### src/rtl/rtc_trim_pkg.sv
package rtc_trim_pkg;

  typedef struct packed {
    logic       slow;   // 1: swallow counts, 0: add counts
    logic [1:0] steps;  // corrections per window
  } trim_t;

  localparam int unsigned TRIM_W    = $bits(trim_t);
  localparam int unsigned MAX_STEPS = 3;

  typedef enum logic [1:0] {
    CORR_NONE = 2'd0,
    CORR_ADD  = 2'd1,
    CORR_SKIP = 2'd2
  } corr_e;

endpackage

### src/rtl/rtc_trim_reg.sv
module rtc_trim_reg
  import rtc_trim_pkg::*;
(
  input  logic  clk_i,
  input  logic  rst_ni,
  input  logic  we_i,
  input  trim_t wdata_i,
  input  logic  load_i,
  output trim_t shadow_o,
  output trim_t active_o
);

  trim_t shadow_q, active_q;

  always_ff @(posedge clk_i or negedge rst_ni) begin
    if (!rst_ni) begin
      shadow_q <= '0;
      active_q <= '0;
    end else begin
      if (we_i)   shadow_q <= wdata_i;
      if (load_i) active_q <= shadow_q;
    end
  end

  assign shadow_o = shadow_q;
  assign active_o = active_q;

  // active setting changes only at a window boundary
  a_r7_active_hold: assert property (@(posedge clk_i) disable iff (!rst_ni)
    !load_i |=> $stable(active_q));
  a_r7_load_shadow: assert property (@(posedge clk_i) disable iff (!rst_ni)
    load_i |=> active_q == $past(shadow_q));

endmodule

### src/rtl/rtc_trim_sched.sv
module rtc_trim_sched
  import rtc_trim_pkg::*;
#(
  parameter int unsigned WIN_P = 100000
) (
  input  logic  clk_i,
  input  logic  rst_ni,
  input  logic  osc_en_i,
  input  trim_t active_i,
  input  logic  near_wrap_i,
  output corr_e corr_o,
  output logic  win_end_o
);

  localparam int unsigned WIN_W = $clog2(WIN_P);
  localparam int unsigned SLOT  = WIN_P / MAX_STEPS;
  localparam logic [WIN_W-1:0] WIN_LAST = WIN_W'(WIN_P - 1);

  logic [WIN_W-1:0]     win_q;
  logic [MAX_STEPS-1:0] hit;
  logic                 pend_q, pend_slow_q;
  logic                 due, req_v, req_slow, go;

  // evenly spaced correction slots, enabled by the step count
  for (genvar k = 0; k < MAX_STEPS; k++) begin : g_slot
    localparam logic [WIN_W-1:0] POS = WIN_W'(k * SLOT + SLOT / 2);
    assign hit[k] = (win_q == POS) && (int'(active_i.steps) > k);
  end

  assign due       = osc_en_i && (|hit);
  assign win_end_o = osc_en_i && (win_q == WIN_LAST);
  assign req_v     = pend_q || due;
  assign req_slow  = pend_q ? pend_slow_q : active_i.slow;
  assign go        = osc_en_i && req_v && !near_wrap_i;
  assign corr_o    = go ? (req_slow ? CORR_SKIP : CORR_ADD) : CORR_NONE;

  always_ff @(posedge clk_i or negedge rst_ni) begin
    if (!rst_ni) begin
      win_q       <= '0;
      pend_q      <= 1'b0;
      pend_slow_q <= 1'b0;
    end else begin
      if (osc_en_i) win_q <= win_end_o ? '0 : win_q + 1'b1;
      pend_q      <= req_v && !go;
      pend_slow_q <= req_slow;
    end
  end

  // a deferred correction never spills into the next window
  a_r3_no_spill: assert property (@(posedge clk_i) disable iff (!rst_ni)
    win_end_o |-> !pend_q);
  // window position frozen while idle
  a_r8_win_idle: assert property (@(posedge clk_i) disable iff (!rst_ni)
    !osc_en_i |=> $stable(win_q));

endmodule

### src/rtl/rtc_trim_divider.sv
module rtc_trim_divider
  import rtc_trim_pkg::*;
#(
  parameter int unsigned DIV_P = 32768
) (
  input  logic  clk_i,
  input  logic  rst_ni,
  input  logic  osc_en_i,
  input  corr_e corr_i,
  output logic  near_wrap_o,
  output logic  tick_o
);

  localparam int unsigned CNT_W = $clog2(DIV_P);
  localparam logic [CNT_W-1:0] LAST = CNT_W'(DIV_P - 1);
  localparam logic [CNT_W-1:0] NEAR = CNT_W'(DIV_P - 2);

  logic [CNT_W-1:0] cnt_q;
  logic             tick_q;

  assign near_wrap_o = (cnt_q >= NEAR);
  assign tick_o      = tick_q;

  always_ff @(posedge clk_i or negedge rst_ni) begin
    if (!rst_ni) begin
      cnt_q  <= '0;
      tick_q <= 1'b0;
    end else begin
      tick_q <= osc_en_i && (cnt_q == LAST);
      if (osc_en_i) begin
        unique case (corr_i)
          CORR_ADD:  cnt_q <= cnt_q + CNT_W'(2);
          CORR_SKIP: cnt_q <= cnt_q;
          default:   cnt_q <= (cnt_q == LAST) ? '0 : cnt_q + 1'b1;
        endcase
      end
    end
  end

  a_r4_add_two: assert property (@(posedge clk_i) disable iff (!rst_ni)
    osc_en_i && corr_i == CORR_ADD |=> cnt_q == $past(cnt_q) + CNT_W'(2));
  a_r4_skip_hold: assert property (@(posedge clk_i) disable iff (!rst_ni)
    osc_en_i && corr_i == CORR_SKIP |=> $stable(cnt_q));
  a_r5_no_corr_at_wrap: assert property (@(posedge clk_i) disable iff (!rst_ni)
    corr_i != CORR_NONE |-> cnt_q < NEAR);
  a_r6_wrap_tick: assert property (@(posedge clk_i) disable iff (!rst_ni)
    osc_en_i && cnt_q == LAST |=> tick_q && cnt_q == '0);
  a_r6_single_tick: assert property (@(posedge clk_i) disable iff (!rst_ni)
    tick_q |=> !tick_q);
  a_r8_idle: assert property (@(posedge clk_i) disable iff (!rst_ni)
    !osc_en_i |=> $stable(cnt_q) && !tick_q);

endmodule

### src/rtl/rtc_trim_prescaler.sv
module rtc_trim_prescaler
  import rtc_trim_pkg::*;
#(
  parameter int unsigned DIV_P = 32768,
  parameter int unsigned WIN_P = 100000
) (
  input  logic              clk_i,
  input  logic              rst_ni,
  input  logic              osc_en_i,
  input  logic              trim_we_i,
  input  logic [TRIM_W-1:0] trim_wdata_i,
  output logic              sec_tick_o,
  output logic [TRIM_W-1:0] trim_o
);

  trim_t shadow, active;
  corr_e corr;
  logic  win_end, near_wrap;

  rtc_trim_reg u_reg (
    .clk_i    (clk_i),
    .rst_ni   (rst_ni),
    .we_i     (trim_we_i),
    .wdata_i  (trim_t'(trim_wdata_i)),
    .load_i   (win_end),
    .shadow_o (shadow),
    .active_o (active)
  );

  rtc_trim_sched #(.WIN_P(WIN_P)) u_sched (
    .clk_i       (clk_i),
    .rst_ni      (rst_ni),
    .osc_en_i    (osc_en_i),
    .active_i    (active),
    .near_wrap_i (near_wrap),
    .corr_o      (corr),
    .win_end_o   (win_end)
  );

  rtc_trim_divider #(.DIV_P(DIV_P)) u_div (
    .clk_i       (clk_i),
    .rst_ni      (rst_ni),
    .osc_en_i    (osc_en_i),
    .corr_i      (corr),
    .near_wrap_o (near_wrap),
    .tick_o      (sec_tick_o)
  );

  assign trim_o = shadow;

  // quiet output straight out of reset
  a_r1_reset_quiet: assert property (@(posedge clk_i) disable iff (!rst_ni)
    $rose(rst_ni) |-> !sec_tick_o);

endmodule

### config.mk
export PLATFORM = sky130hd
export DESIGN_NAME = rtc_trim_prescaler
export DESIGN_NICKNAME = d
export VERILOG_FILES = /design/src/rtl/rtc_trim_pkg.sv /design/src/rtl/rtc_trim_reg.sv /design/src/rtl/rtc_trim_sched.sv /design/src/rtl/rtc_trim_divider.sv /design/src/rtl/rtc_trim_prescaler.sv
export SDC_FILE = /design/constraint.sdc
export NUM_CORES = 1
export LEC_CHECK = 0
export ABC_AREA = 0
export BUFFER_PORTS_ARGS = -buffer_cell sky130_fd_sc_hd__buf_2
export CAP_MARGIN = 20
export CORE_MARGIN = 2
export CORE_UTILIZATION = 60
export CTS_CLUSTER_SIZE = 30
export DETAILED_ROUTE_END_ITERATION = 12
export HOLD_SLACK_MARGIN = 0.08
export PLACE_DENSITY = 0.74
export SYNTH_ARGS = -nofsm -noshare
export SYNTH_HDL_FRONTEND = slang
export SYNTH_HIERARCHICAL = 1
export SYNTH_SLANG_ARGS = --single-unit
export TNS_END_PERCENT = 30
### constraint.sdc
create_clock -name clk_i -period 3.3 [get_ports clk_i]
set_input_delay 0.165 -clock clk_i [delete_from_list [all_inputs] [get_ports clk_i]]
set_output_delay 0.165 -clock clk_i [all_outputs]
set_load 0.02 [all_outputs]
==> out/qor.csv, run 1 <==
metric,value,unit
num-fill-cells,279,
place_inst,275,
hp-class,input pin to register,
dr_wl_met2,2380,um
yosysUniqueCellTypes,56,
synth_fp_nets,234,
post_drt_wl_per_cell,16.3,um
grt.overflow.total,0,
wl_met3,160,um
path_cells,ha_1 -> a21oi_1 -> nor4bb_1 -> nand3b_1 -> a21oi_1 -> inv_1 -> ha_2 -> mux2_2 -> nand3_2 -> nor4_2 -> xor2_1,
clk_pin_slew_worst_paths,0.08,ns
final-hold-violation-count,0,
worst_pin_slew,0.919,ns
path_class,register to register,
instances_no_fill,285,
rows,22,
crit_buf_inv,1,
grtUsageTotal,23.6,%
clkSinkCount,41,
fin_crit,3.09,ns
synthFlopType,dfrtp_1,
postPlaceCellArea,2470,um^2
start_util,63.6,%
maxSlewViolCount,0,
ant_nets,0,
cts_tree,built,
cp_slowest_stage_delay,0.66,ns
dpl_worst_slack,0.159,ns
rsz0062_at_grt,false,
finalWirelength,4640,um
cts_root_buffer,clkbuf_8,
antenna_found_initial,0,
yosys_warnings,6,
critPathSlowestCell,nor4bb_1,
hpwl,3300,um
syn_area,2360,um^2
power.density,535,nW/um^2
ys_seq_area_share,43.4,%
syn_inst,219,
syn_area_per_cell,10.8,um^2
cp.required,3.52,ns
synth_edf_count,0,
route.detailed.drc,0,
grt_pass1_vias,1812,
fin_total_pwr,1400,uW
numCtsBuffers,5,
cts_max_path_buffers,2,
tns,0,ns
met1_length,1980,um
layout.nets,251,
num_antenna_cells,0,
ff_latch_area,1030,um^2
die-area,4460,um^2
clkLatencyLatePin,0.29,ns
slew_headroom,38.8,%
routabilityCongestion,0.890,
ir_drop,0.000446,V
io_buffers,10,
grt_pass1_wl,7890,um
final_area,2620,um^2
multiInputGateArea,1280,um^2
core,3720,um^2
grt_max_degree,42,
setup-violations-final,0,
ys_ff_latch,41,
maxCapViolations,0,
cts_htree_levels,2,
io_pins,11,
status,finished clean,
crit_fanout,7,
area_growth,10.6,%
top_layer,met4,
fin_ws,0.208,ns
cp.arrival,3.31,ns
crit_path_end_kind,register,
vias,1742,
die_width,66.8,um
firstDrtPassIters,4,
startpoint_type,register,
clock_skew,0.00321,ns
cellLeakagePower,0.00118,uW
max_freq,323,MHz
drt_iter0_drc,157,
async_flop_share,100,%
crit_family,simple AND/OR/NAND/NOR gates,
viasPerCell,6.11,
fp.dieH,66.8,um
period_share,93.7,%
drive_gt1_share,21.9,%
cpMostUsedCell,a21oi_1,
[path summary, 6_finish.rpt]
check,start,endpoint,slack [ns],cells past startpoint
max,u_div/cnt_q[2]$_DFFE_PN0P_,u_div/cnt_q[10]$_DFFE_PN0P_,0.21,11
min,trim_wdata_i[0],u_reg/shadow_o[0]$_DFFE_PN0P_,0.10,2
max reg2reg,u_div/cnt_q[2]$_DFFE_PN0P_,u_div/cnt_q[10]$_DFFE_PN0P_,0.21,11
min reg2reg,u_sched/win_q[11]$_DFFE_PN0P_,u_sched/win_q[11]$_DFFE_PN0P_,0.49,1
max in group asynchronous,rst_ni,u_sched/win_q[14]$_DFFE_PN0P_,2.18,2
min in group asynchronous,rst_ni,u_reg/shadow_o[0]$_DFFE_PN0P_,0.55,2
[metal layers]
| metal | vias up | track usage, % |
|---|---|---|
| met3 | 12 | 5.41 |
| met4 | 0 | 13.8 |
| li1 | 835 | - |
| met2 | 37 | 39.8 |
| met1 | 858 | 27.4 |
| met5 | - | 0 |
[layout by cell type, fill, tap and decap left out, drive strengths merged, types with 2 or more instances in the layout]
| cell type | n |
|---|---|
| a31oi | 3 |
| and4 | 4 |
| a21oi | 6 |
| inv | 10 |
| nor4b | 2 |
| nand4b | 3 |
| dfrtp | 41 |
| nor3 | 4 |
| nor2b | 2 |
| and3 | 5 |
| a21o | 4 |
| nand4 | 7 |
| buf | 14 |
| nand2 | 14 |
| o211ai | 2 |
| or4 | 2 |
| nor4bb | 2 |
| ha | 8 |
| a22o | 2 |
| nor4 | 13 |
| clkbuf | 7 |
| xor2 | 10 |
| o21ai | 5 |
| nand3 | 11 |
| mux2 | 10 |
| xnor2 | 10 |
| nor2 | 17 |
| a211oi | 2 |
| and2 | 4 |
[worst register-to-register path: cells and delay by family (launching register included)]
kind            cells  cell delay (ns)
simple gates        4             1.33
fa+ha+maj           2             0.56
flops               1             0.53
mux                 1             0.19
xor+xnor            1             0.18
compound gates      2             0.13
buf+inv             1             0.11
[cells in the mapped netlist (all sizes together) (3+ instances only)]
master	number	area share, %
nand4	7	2.1
xor2	10	3.7
nand2	14	2.3
dfrtp	41	43
a21o	4	1.3
o21ai	5	1.1
nor4	13	6.0
a31oi	3	0.79
nand3	11	2.5
a21oi	6	1.3
inv	10	1.8
and4	4	1.5
nor2	17	2.7
xnor2	10	3.7
nand4b	3	1.7
and2	4	1.1
nor3	4	1.1
and3	5	1.6
ha	8	4.2
buf	3	0.90
mux2	10	4.8
[final cells by class]
type | instances | area share [%]
inverter | 10 | 1.63
clock buffer | 7 | 3.30
tap | 48 | 2.30
multi-input combinational | 163 | 48.9
sequential | 41 | 39.2
timing repair buffer | 15 | 3.44
clock inverter | 1 | 1.15
[where the power goes]
part / switching (uW) / internal [uW] / total (uW)
Sequential: 136 / 579 / 715
Clock: 165 / 246 / 412
Combinational: 141 / 131 / 272
Total: 442 / 957 / 1400
[per-stage QoR]
stage,hold WS (ns),utilization (%)
2_1_floorplan,-0.131,-
3_3_place_gp,0.325,66.4
3_5_place_dp,0.341,66.4
4_1_cts,0.0902,69.8
5_1_grt,0.0897,70.4
6_report,0.101,70.4
[state kept, by name, indices dropped and copies added, names as in the netlist]
signal / count
u_div/tick_o: 1
u_reg/active_o: 3
u_sched/pend_q: 1
u_sched/pend_slow_q: 1
u_div/cnt_q: 15
u_sched/win_q: 17
u_reg/shadow_o: 3
[what timing repair did]
item                                    in CTS  in global routing
hold endpoints to repair                    41                  0
endpoints found under the setup margin       0                  7
hold buffers                                 1                  0
setup buffers                                0                  1
resized for setup                            0                  2
[cell families (layout without fill, tap and decap cells)]
family / Yosys count / in the layout / share of synthesized area [%]
simple gates: 95 / 95 / 28.0
flops: 41 / 41 / 43.4
compound gates: 30 / 30 / 9.16
xor+xnor: 20 / 20 / 7.41
buf+inv: 15 / 33 / 3.07
mux: 10 / 10 / 4.76
fa+ha+maj: 8 / 8 / 4.24
Note: power is estimated with default switching activity, not from simulation.
==> run 2, diff against run 1 <==
--- a/config.mk
+++ b/config.mk
@@ -9,11 +9,11 @@
 export BUFFER_PORTS_ARGS = -buffer_cell sky130_fd_sc_hd__buf_2
 export CAP_MARGIN = 20
 export CORE_MARGIN = 2
-export CORE_UTILIZATION = 60
+export CORE_UTILIZATION = 40
 export CTS_CLUSTER_SIZE = 30
 export DETAILED_ROUTE_END_ITERATION = 12
 export HOLD_SLACK_MARGIN = 0.08
-export PLACE_DENSITY = 0.74
+export PLACE_DENSITY = 0.52
 export SYNTH_ARGS = -nofsm -noshare
 export SYNTH_HDL_FRONTEND = slang
 export SYNTH_HIERARCHICAL = 1
==> run 2 against run 1 <==
- sequential cell count did not move
- core utilization fell by 23 points
- die area rose by 47%
- clock power rose by 4%
- sequential power fell by 3.9%
- non-clock buffer count rose by 5
- clock skew barely moved
- combinational power rose by 13%
- wire length rose by 4.1%
- via count fell by 1.3%
- total power rose by 1.6%
- first-iteration DRC count fell by 64%
- critical path type unchanged
- critical endpoint is now u_div/cnt_q[13]$_DFFE_PN0P_
- largest cell class unchanged
- largest power group unchanged
==> out/qor.csv, run 2 (synthesis results as in run 1) <==
metric,value,unit,change
regMostFlops,u_sched/win_q,,unchanged
maxCapViolations,0,,unchanged
hp-class,input pin to register,,unchanged
grtUsageTotal,17.0,%,was 23.6%
critPathSlowestCell,or4_4,,was nor4bb_1
path_cells,or4_4 -> nor4b_4 -> o221ai_2 -> a2111oi_2 -> ha_1 -> buf_4 -> o211ai_2 -> nor4_4 -> a21oi_1 -> nor3_2,,was ha_1 -> a21oi_1 -> nor4bb_1 -> nand3b_1 -> a21oi_1 -> inv_1 -> ha_2 -> mux2_2 -> nand3_2 -> nor4_2 -> xor2_1
ant_nets,0,,unchanged
num_antenna_cells,0,,unchanged
rows,27,,was 22
post_drt_wl_per_cell,15.4,um,was 16.3 um
finalWirelength,4830,um,was 4640 um
io_buffers,10,,unchanged
post_cts_resized,0,,unchanged
cellLeakagePower,0.00120,uW,was 0.00118 uW
grt_max_degree,42,,unchanged
maxSlewViolCount,0,,unchanged
cp_slowest_stage_delay,0.58,ns,was 0.66 ns
worst_pin_slew,0.920,ns,was 0.919 ns
setup-violations-final,0,,unchanged
area_growth,12.9,%,was 10.6%
cts_root_buffer,clkbuf_8,,unchanged
hpwl,3470,um,was 3300 um
grt_pass1_vias,1654,,was 1812
ctsHoldBuffers,1,,unchanged
clkSinkCount,41,,unchanged
clock_skew,0.00342,ns,was 0.00321 ns
drive_gt1_share,23.1,%,was 21.9%
period_share,92.9,%,was 93.7%
final_cell_mix,"41 x dfrtp_1, 17 x nor2_1, 13 x nand2_1",,unchanged
routabilityCongestion,0.826,,was 0.890
drt_iter0_drc,57,,was 157
status,finished clean,,unchanged
start_util,42.1,%,was 63.6%
clk_pin_slew_worst_paths,0.08,ns,about the same
cts_max_path_buffers,2,,unchanged
cp.arrival,3.29,ns,was 3.31 ns
vias,1719,,was 1742
ir_drop,0.000303,V,was 0.000446 V
firstDrtPassIters,4,,unchanged
fp.dieH,80.9,um,was 66.8 um
fin_crit,3.07,ns,was 3.09 ns
max_freq,326,MHz,was 323 MHz
route.detailed.drc,0,,unchanged
slew_headroom,38.7,%,was 38.8%
antenna_found_initial,0,,unchanged
die_width,80.9,um,was 66.8 um
cp.required,3.52,ns,about the same
path_class,register to register,,unchanged
cts_htree_levels,2,,unchanged
viasPerCell,5.47,,was 6.11
holdWs,0.0910,ns,was 0.101 ns
io_pins,11,,unchanged
final-hold-violation-count,0,,unchanged
layout_commonest_cell,dfrtp_1,,unchanged
grt.overflow.total,0,,unchanged
rsz0062_at_grt,false,,unchanged
tns,0,ns,unchanged
largest_registers,"u_sched/win_q: 17 flops, u_div/cnt_q: 15 flops",,unchanged
layout.nets,256,,was 251
numCtsBuffers,5,,unchanged
die-area,6540,um^2,was 4460 um^2
largest_reg_flops,17,,unchanged
startpoint_type,register,,unchanged
cts_tree,built,,unchanged
postCtsSetupBuffers,0,,unchanged
clkLatencyLatePin,0.30,ns,was 0.29 ns
power.density,533,nW/um^2,was 535 nW/um^2
crit_path_end_kind,register,,unchanged
core,5610,um^2,was 3720 um^2
crit_fanout,10,,was 7
grt_pass1_wl,8570,um,was 7890 um
[run 2: per-layer routing]
| layer | up-vias | GRT usage (%) | routed length, um |
|---|---|---|---|
| met4 | 0 | 5.59 | 73 |
| met1 | 824 | 26.7 | 2670 |
| met5 | - | 0 | 0 |
| li1 | 855 | - | - |
| met2 | 34 | 22.8 | 1900 |
| met3 | 6 | 3.44 | 191 |
[run 2: worst paths after layout]
check / endpoint / slack, ns / cells after the start / startpoint
setup / recovery: u_div/cnt_q[13]$_DFFE_PN0P_ / 0.23 / 10 / u_sched/win_q[5]$_DFFE_PN0P_
hold / removal: u_reg/shadow_o[0]$_DFFE_PN0P_ / 0.09 / 2 / trim_wdata_i[0]
setup reg to reg: u_div/cnt_q[13]$_DFFE_PN0P_ / 0.23 / 10 / u_sched/win_q[5]$_DFFE_PN0P_
hold reg to reg: u_div/cnt_q[12]$_DFFE_PN0P_ / 0.50 / 1 / u_div/cnt_q[12]$_DFFE_PN0P_
max in group asynchronous: u_div/cnt_q[7]$_DFFE_PN0P_ / 2.20 / 2 / rst_ni
min in group asynchronous: u_sched/win_q[9]$_DFFE_PN0P_ / 0.54 / 2 / rst_ni
[run 2: power by group]
part	total (uW)	internal [uW]	switching, uW
registers	687	579	108
logic	307	145	162
clock network	428	247	181
total	1420	971	450
[run 2: area by class of cell]
cell class,instances,area [um^2]
Inverter,10,42.5
Sequential cell,41,1030
Clock inverter,1,30.0
Clock buffer,7,86.3
Fill cell,542,2940
Tap cell,72,90.1
Timing Repair Buffer,20,128
Multi-Input combinational cell,163,1260
[run 2: per-stage QoR]
| stage | instances | power [uW] | util (%) | instance area (um^2) | worst slack (ns) |
|---|---|---|---|---|---|
| after floorplan | 219 | 902 | - | 2360 | 0.429 |
| after global placement | 305 | 1000 | 45.3 | 2540 | 0.295 |
| after detailed placement | 305 | 999 | 45.3 | 2540 | 0.262 |
| after CTS | 314 | 1440 | 47.6 | 2670 | 0.196 |
| after global routing | 314 | 1530 | 47.6 | 2670 | 0.00868 |
| final | 314 | 1420 | 47.6 | 2670 | 0.234 |
[run 2: worst max-delay path, delay by kind of cell, from the launching register on]
family | cells | cell delay (ns)
buf+inv | 1 | 0.18
compound gates | 4 | 0.91
simple gates | 4 | 1.22
fa+ha+maj | 1 | 0.25
flops | 1 | 0.44
